### src/rtl/irq_latch_ctrl.sv
module irq_latch_ctrl #(
  parameter int N_LINES = 32,
  parameter int CNT_W   = 32
) (
  input  logic               clk,
  input  logic               rst_n,
  input  logic [N_LINES-1:0] irq_lines,
  input  logic               wr_en,
  input  logic               rd_en,
  input  logic [2:0]         addr,
  input  logic [31:0]        wdata,
  output logic [31:0]        rdata,
  output logic               rvalid,
  output logic               cpu_irq
);
  localparam int SEL_W = (N_LINES > 1) ? $clog2(N_LINES) : 1;

  logic [N_LINES-1:0] sync1, raw, raw_d, pending, mask, ack;
  logic [SEL_W-1:0]   sel;
  logic [CNT_W-1:0]   cnt [N_LINES];
  logic [31:0]        mask_x, pend_x, raw_x, sel_x, cnt_x, rd_mux;

  assign ack = (wr_en && addr == 3'd1) ? wdata[N_LINES-1:0] : '0;

  always_ff @(posedge clk or negedge rst_n) begin
    if (!rst_n) begin
      sync1   <= '0;
      raw     <= '0;
      raw_d   <= '0;
      pending <= '0;
      mask    <= '0;
      sel     <= '0;
      cpu_irq <= 1'b0;
    end else begin
      sync1   <= irq_lines;
      raw     <= sync1;
      raw_d   <= raw;
      pending <= (pending & ~ack) | raw;
      cpu_irq <= |(pending & mask);
      if (wr_en && addr == 3'd0) mask <= wdata[N_LINES-1:0];
      if (wr_en && addr == 3'd3) sel  <= wdata[SEL_W-1:0];
    end
  end

  for (genvar i = 0; i < N_LINES; i++) begin : g_cnt
    always_ff @(posedge clk or negedge rst_n) begin
      if (!rst_n)                 cnt[i] <= '0;
      else if (raw[i] && !raw_d[i]) cnt[i] <= cnt[i] + 1'b1;
    end
  end

  always_comb begin
    mask_x = '0; mask_x[N_LINES-1:0] = mask;
    pend_x = '0; pend_x[N_LINES-1:0] = pending;
    raw_x  = '0; raw_x[N_LINES-1:0]  = raw;
    sel_x  = '0; sel_x[SEL_W-1:0]    = sel;
    cnt_x  = '0; cnt_x[CNT_W-1:0]    = cnt[sel];
    case (addr)
      3'd0:    rd_mux = mask_x;
      3'd1:    rd_mux = pend_x;
      3'd2:    rd_mux = raw_x;
      3'd3:    rd_mux = sel_x;
      3'd4:    rd_mux = cnt_x;
      default: rd_mux = '0;
    endcase
  end

  always_ff @(posedge clk or negedge rst_n) begin
    if (!rst_n) begin
      rdata  <= '0;
      rvalid <= 1'b0;
    end else begin
      rvalid <= rd_en;
      if (rd_en) rdata <= rd_mux;
    end
  end
endmodule

### config.mk
export PLATFORM = sky130hd
export DESIGN_NAME = irq_latch_ctrl
export DESIGN_NICKNAME = d
export VERILOG_FILES = /design/src/rtl/irq_latch_ctrl.sv
export SDC_FILE = /design/constraint.sdc
export NUM_CORES = 2
export LEC_CHECK = 0
export ABC_AREA = 1
export BUFFER_PORTS_ARGS = -buffer_cell sky130_fd_sc_hd__buf_2
export CORE_MARGIN = 2
export CORE_UTILIZATION = 25
export DETAILED_ROUTE_END_ITERATION = 10
export PLACE_DENSITY = 0.48
export SLEW_MARGIN = 20
export SYNTH_ARGS = -nofsm -noshare
export SYNTH_HDL_FRONTEND = slang
export SYNTH_SLANG_ARGS = --single-unit
### constraint.sdc
create_clock -name clk -period 1.75 [get_ports clk]
set_input_delay 0.35 -clock clk [delete_from_list [all_inputs] [get_ports clk]]
set_output_delay 0.35 -clock clk [all_outputs]
set_load 0.01 [all_outputs]
; ---- Yosys cells after proc, flatten, opt, wreduce, memory -nomap -nowiden
; Cells that the tools add are included.
[word_totals]
regBits = 1223
latch_bits = 0
mem_bits_rw = 0
romBits = 0
inputBits = 71
out_inout_bits = 34
mem_count = 0
[classes]
add_sub_neg = 32
mul = 0
div_mod_pow = 0
magnitude_cmp = 1
n_eq_ne = 4
n_shift = 0
muxes = 5
bitwise = 5
n_reduce_logical = 69
[ops]
columns = op, count
row1 = $add 32x1->32 const B, 32
row2 = $bmux 32 s5, 1
row3 = $pmux 32 s5, 1
row4 = $mux 32, 3
row5 = $and 32x32->32, 2
row6 = $logic_and 1x1->1, 35
row7 = $logic_not 1->1, 32
row8 = $not 32->32, 1
row9 = $or 32x32->32, 1
row10 = $reduce_or 32->1, 1
row11 = $eq 3x2->1 const B, 2
row12 = $ge 6x6->1 const B, 1
row13 = $not 5->6, 1
row14 = $eq 3x1->1 const B, 1
row15 = $eq 3x3->1 const B, 1
row16 = $logic_not 3->1, 1

; ---- Longest topological paths before layout
[depth]
word_depth = 6
depth_mapped = 14
depth_no_buf = 12

; ---- Worst setup path after synthesis
; Ideal clock, no wire load.
[synth_path]
path_kind = reg-to-reg
startpoint = reg cnt[288] (netlist name)
endpoint = reg cnt[318] (netlist name)
setup_time_ps = 121
t_arrival_ps = 1589
t_required_ps = 1629
slack_ps = 40
path_stages_with_launch = 12
n_path_buf = 0
synth_period_minus_slack_ps = 1710
path_cell_list = dfrtp_1 -> ha_1 -> nand3_1 -> nor2_2 -> nand2_1 -> nor2_2 -> nand2_2 -> nor2_2 -> nand2_1 -> nor2_2 -> nand2_1 -> xor2_1
[synth_via]
elab_chain_len = 1
[synth_lines]
columns = item, line_no
row1 = from (decl), 20  ; logic [CNT_W-1:0] cnt [N_LINES];
row2 = "from (signal, indexed assignment)", 48  ; else if (raw[i] && !raw_d[i]) cnt[i] <= cnt[i] + 1'b1;
row3 = $add 32x1->32, 48
; No other way between the ends.
; A chain may end at the register's enable or synchronous reset.

; ---- Worst setup path after layout
[layout_path]
startpoint = reg sel[0]
endpoint = reg rdata[30]
[layout_via]
elab_chain_len = 5
[layout_lines]
columns = item, line_no
row1 = from (decl), 19  ; logic [SEL_W-1:0] sel;
row2 = from (signal assigned), 41  ; if (wr_en && addr == 3'd3) sel <= wdata[SEL_W-1:0];
row3 = $not 5->6 (not written as such), 57  ; cnt_x = '0; cnt_x[CNT_W-1:0] = cnt[sel];
row4 = $bmux 32 s5, 57
row5 = $mux 32 (not written as such) (2 in a row), 57
row6 = $pmux 32 s5, 58  ; case (addr)
row7 = to (signal assigned), 74  ; if (rd_en) rdata <= rd_mux;
row8 = to (decl), 12  ; output logic [31:0] rdata,
; No other way between the ends. The select of a mux whose other input is x is not followed.

==> flow_summary.json <==
{
  "status": "complete, but fails checks",
  "violations": "negative setup slack",
  "cts_tree": "built",
  "hold_viol": 0,
  "crit_path_start_kind": "register",
  "synth.cell_area_sq_mm": 0.0685,
  "synthCells": 8736,
  "clkSinkCount": 1223,
  "drc": 0,
  "final_nets": 10500,
  "first_pass_iters": 7,
  "ys.flop_type": "dfrtp_1",
  "ir_worst_vdd_v": 0.000704,
  "path_class": "register to register",
  "layout_setup_ws_ps": -404,
  "cp-end-kind": "register",
  "cap_violations": 0,
  "floorplan.initialDensity": 0.251,
  "ant_nets": 0,
  "synth_top_area_frac": 0.447,
  "finalWeightedCongestion": 1.00,
  "core_area_sq_mm": 0.273,
  "h-tree-depth": 4,
  "syn_avg_cell_area_sq_um": 7.84,
  "powerDensity_mw_per_mm2": 948,
  "syn_nets": 8839,
  "grt_remaining_overflow": 0,
  "skew_ps": 71.9,
  "grt_start_max_net_pins": 85,
  "clk_latency_ps": 870,
  "finalMaxSlewViolations": 0,
  "io_pins": 105,
  "p_leak_nw": 47.1,
  "grt_pass1_vias": 65300,
  "layout.area.seq_sq_mm": 0.0307,
  "grt_first_pass_wirelength_um": 411000,
  "timing.fmax_mhz": 464,
  "antenna_found_initial": 4,
  "cts_buffer_depth": 4,
  "tightest_slew_ps": 630,
  "yosysTopAreaCell": "dfrtp_1",
  "synth.distinct_cells": 54,
  "rsz0062_at_grt": "true",
  "setup_viol": 116,
  "cp_data_required_time_ps": 2470,
  "rows": 192,
  "wl_um": 281000,
  "die_y_um": 527,
  "root_buffer": "clkbuf_16",
  "final_layout_size_suffix_gt1_frac": 0.340,
  "cts_buffers": 157,
  "period_share": 1.23,
  "total_power_mw": 95.1,
  "clkTransAtPathRegs_ps": 60,
  "multi_input_area_sq_mm": 0.0406,
  "critical_path_arrival_ps": 2870,
  "ys_ff_latch": 1223,
  "hold_class": "input port to register",
  "dp_slack_ps": -943,
  "yosysSeqAreaShare": 0.447,
  "critPathMaxFanout": 8,
  "wl_per_cell_um": 19.9,
  "synth_top_cells_by_area": "dfrtp_1, nand2_1, nand3_1",
  "numPortBuffers": 104,
  "synth_edf_count": 0,
  "async_flop_share": 1.00,
  "dp_hpwl_um": 211000,
  "post-route-min-period_ps": 2150,
  "n_fill_cell": 27800,
  "track_usage": 0.194,
  "die_width_um": 527,
  "dieArea_sq_mm": 0.278,
  "vias_per_cell": 4.69,
  "vias": 66400,
  "slew_headroom": 0.580,
  "drt_iter0_drc": 5237,
  "syn2layout_area_growth_pct": 46.6,
  "ys_warn_count": 0
}
==> metal layers <==
layer / vias to the layer above / wire (um) / track usage
met3: 576 / 13200 / 0.0216
met4: 0 / 17500 / 0.0987
li1: 31300 / - / -
met1: 32600 / 118000 / 0.249
met5: - / 0 / 0
met2: 1870 / 133000 / 0.322
==> kinds of logic after synthesis <==
logic type | share of synthesized area
simple gates | 0.346
flops | 0.447
buf+inv | 0.0646
xor+xnor | 0.122
compound gates | 0.0135
fa+ha+maj | 0.00585
mux | 0.000658
==> repair_timing <==
item,CTS,global route
setup endpoints to repair,393,494
gates resized for setup,938,979
hold buffers,67,0
endpoints found under the hold margin,1303,0
gates cloned,23,12
pin swaps,295,526
setup buffers,161,224
==> path summary, 6_finish.rpt <==
| check | slack, ps | cells after the start | from | to |
|---|---|---|---|---|
| worst max-delay path | -400 | 15 | sel[0]$_DFFE_PN0P_ | rdata[30]$_DFFE_PN0P_ |
| worst min-delay path | 140 | 4 | wr_en | sel[4]$_DFFE_PN0P_ |
| worst max register to register | -400 | 15 | sel[0]$_DFFE_PN0P_ | rdata[30]$_DFFE_PN0P_ |
| worst min register to register | 330 | 0 | sync1[14]$_DFF_PN0_ | raw[14]$_DFF_PN0_ |
| max in group asynchronous | 610 | 3 | rst_n | cnt[781]$_DFFE_PN0P_ |
| min in group asynchronous | 220 | 3 | rst_n | cnt[779]$_DFFE_PN0P_ |
==> cell usage after synthesis, drive strengths merged, types with 2 or more instances <==
| cell type | instances |
|---|---|
| nand2 | 2812 |
| dfrtp | 1223 |
| nand3 | 1154 |
| inv | 832 |
| nor2 | 697 |
| xor2 | 573 |
| xnor2 | 383 |
| nor3 | 314 |
| nand4 | 221 |
| buf | 176 |
| o21ai | 96 |
| clkbuf | 83 |
| nor4 | 41 |
| a221oi | 33 |
| ha | 32 |
| nand3b | 16 |
| a21oi | 8 |
| or2 | 8 |
| nor3b | 6 |
| and3 | 5 |
| mux2 | 4 |
| a211oi | 3 |
| or3 | 3 |
| a21boi | 2 |
| a22o | 2 |
| o221ai | 2 |
==> sequential cells by signal, summed over array words and instances (netlist names) <==
name / flops
raw_d: 32
raw: 32
sync1: 32
cnt: 1024
rdata: 32
mask: 32
sel: 5
pend_x: 32
rvalid: 1
cpu_irq: 1
==> where the power goes <==
part           switching, mW  internal, mW  leakage [nW]
clock                   13.5          19.8          2.56
sequential              2.75          30.5          16.2
combinational           16.0          12.6          28.3
==> cell usage in the layout, fill, tap and decap left out, drive strengths merged, types with 8 or more instances in the layout <==
master | netlist | routed
a21oi | 8 | 8
a221oi | 33 | 33
buf | 176 | 1713
bufinv | 0 | 13
clkbuf | 83 | 227
clkinv | 0 | 38
dfrtp | 1223 | 1223
dlygate4sd3 | 0 | 67
ha | 32 | 32
inv | 832 | 837
nand2 | 2812 | 2812
nand3 | 1154 | 1154
nand3b | 16 | 16
nand4 | 221 | 221
nor2 | 697 | 697
nor3 | 314 | 314
nor4 | 41 | 41
o21ai | 96 | 96
or2 | 8 | 8
xnor2 | 383 | 383
xor2 | 573 | 573
==> worst max-delay path, stage by stage, from the launching register on <==
cell	delay (ps)
dfrtp_4	480
buf_12	180
clkinv_16	130
buf_12	170
buf_12	140
buf_8	130
nand2_2	50
nand3_1	60
nand3_1	110
nand2_1	100
nand2_1	80
nand3_2	140
nand3_2	110
nand2_1	50
nand2_1	50
nand2_1	50
==> metrics by stage <==
stage / utilization / instances / setup TNS (ps) / hold slack (ps) / instance area [sq um]
final: 0.367 / 14100 / -14830 / 138 / 100000
after global routing: 0.367 / 14100 / -30890 / 120 / 100000
after floorplan: - / 8736 / 0 / 54.4 / 68500
after global placement: 0.303 / 13400 / -45480 / 212 / 82700
after CTS: 0.346 / 13900 / -16590 / 77.7 / 94400
after detailed placement: 0.303 / 13400 / -46130 / 211 / 82700
==> cell type report <==
| type | instances | area share |
|---|---|---|
| inverter | 832 | 0.0316 |
| tap | 3589 | 0.0447 |
| timing repair buffer | 1799 | 0.161 |
| clock inverter | 60 | 0.00702 |
| timing repair inverter | 2 | 0.000386 |
| clock buffer | 215 | 0.0445 |
| sequential | 1223 | 0.306 |
| antenna | 1 | 0.0000249 |
| multi-input combinational | 6422 | 0.404 |
No activity file was read; power rests on OpenSTA's default activity.
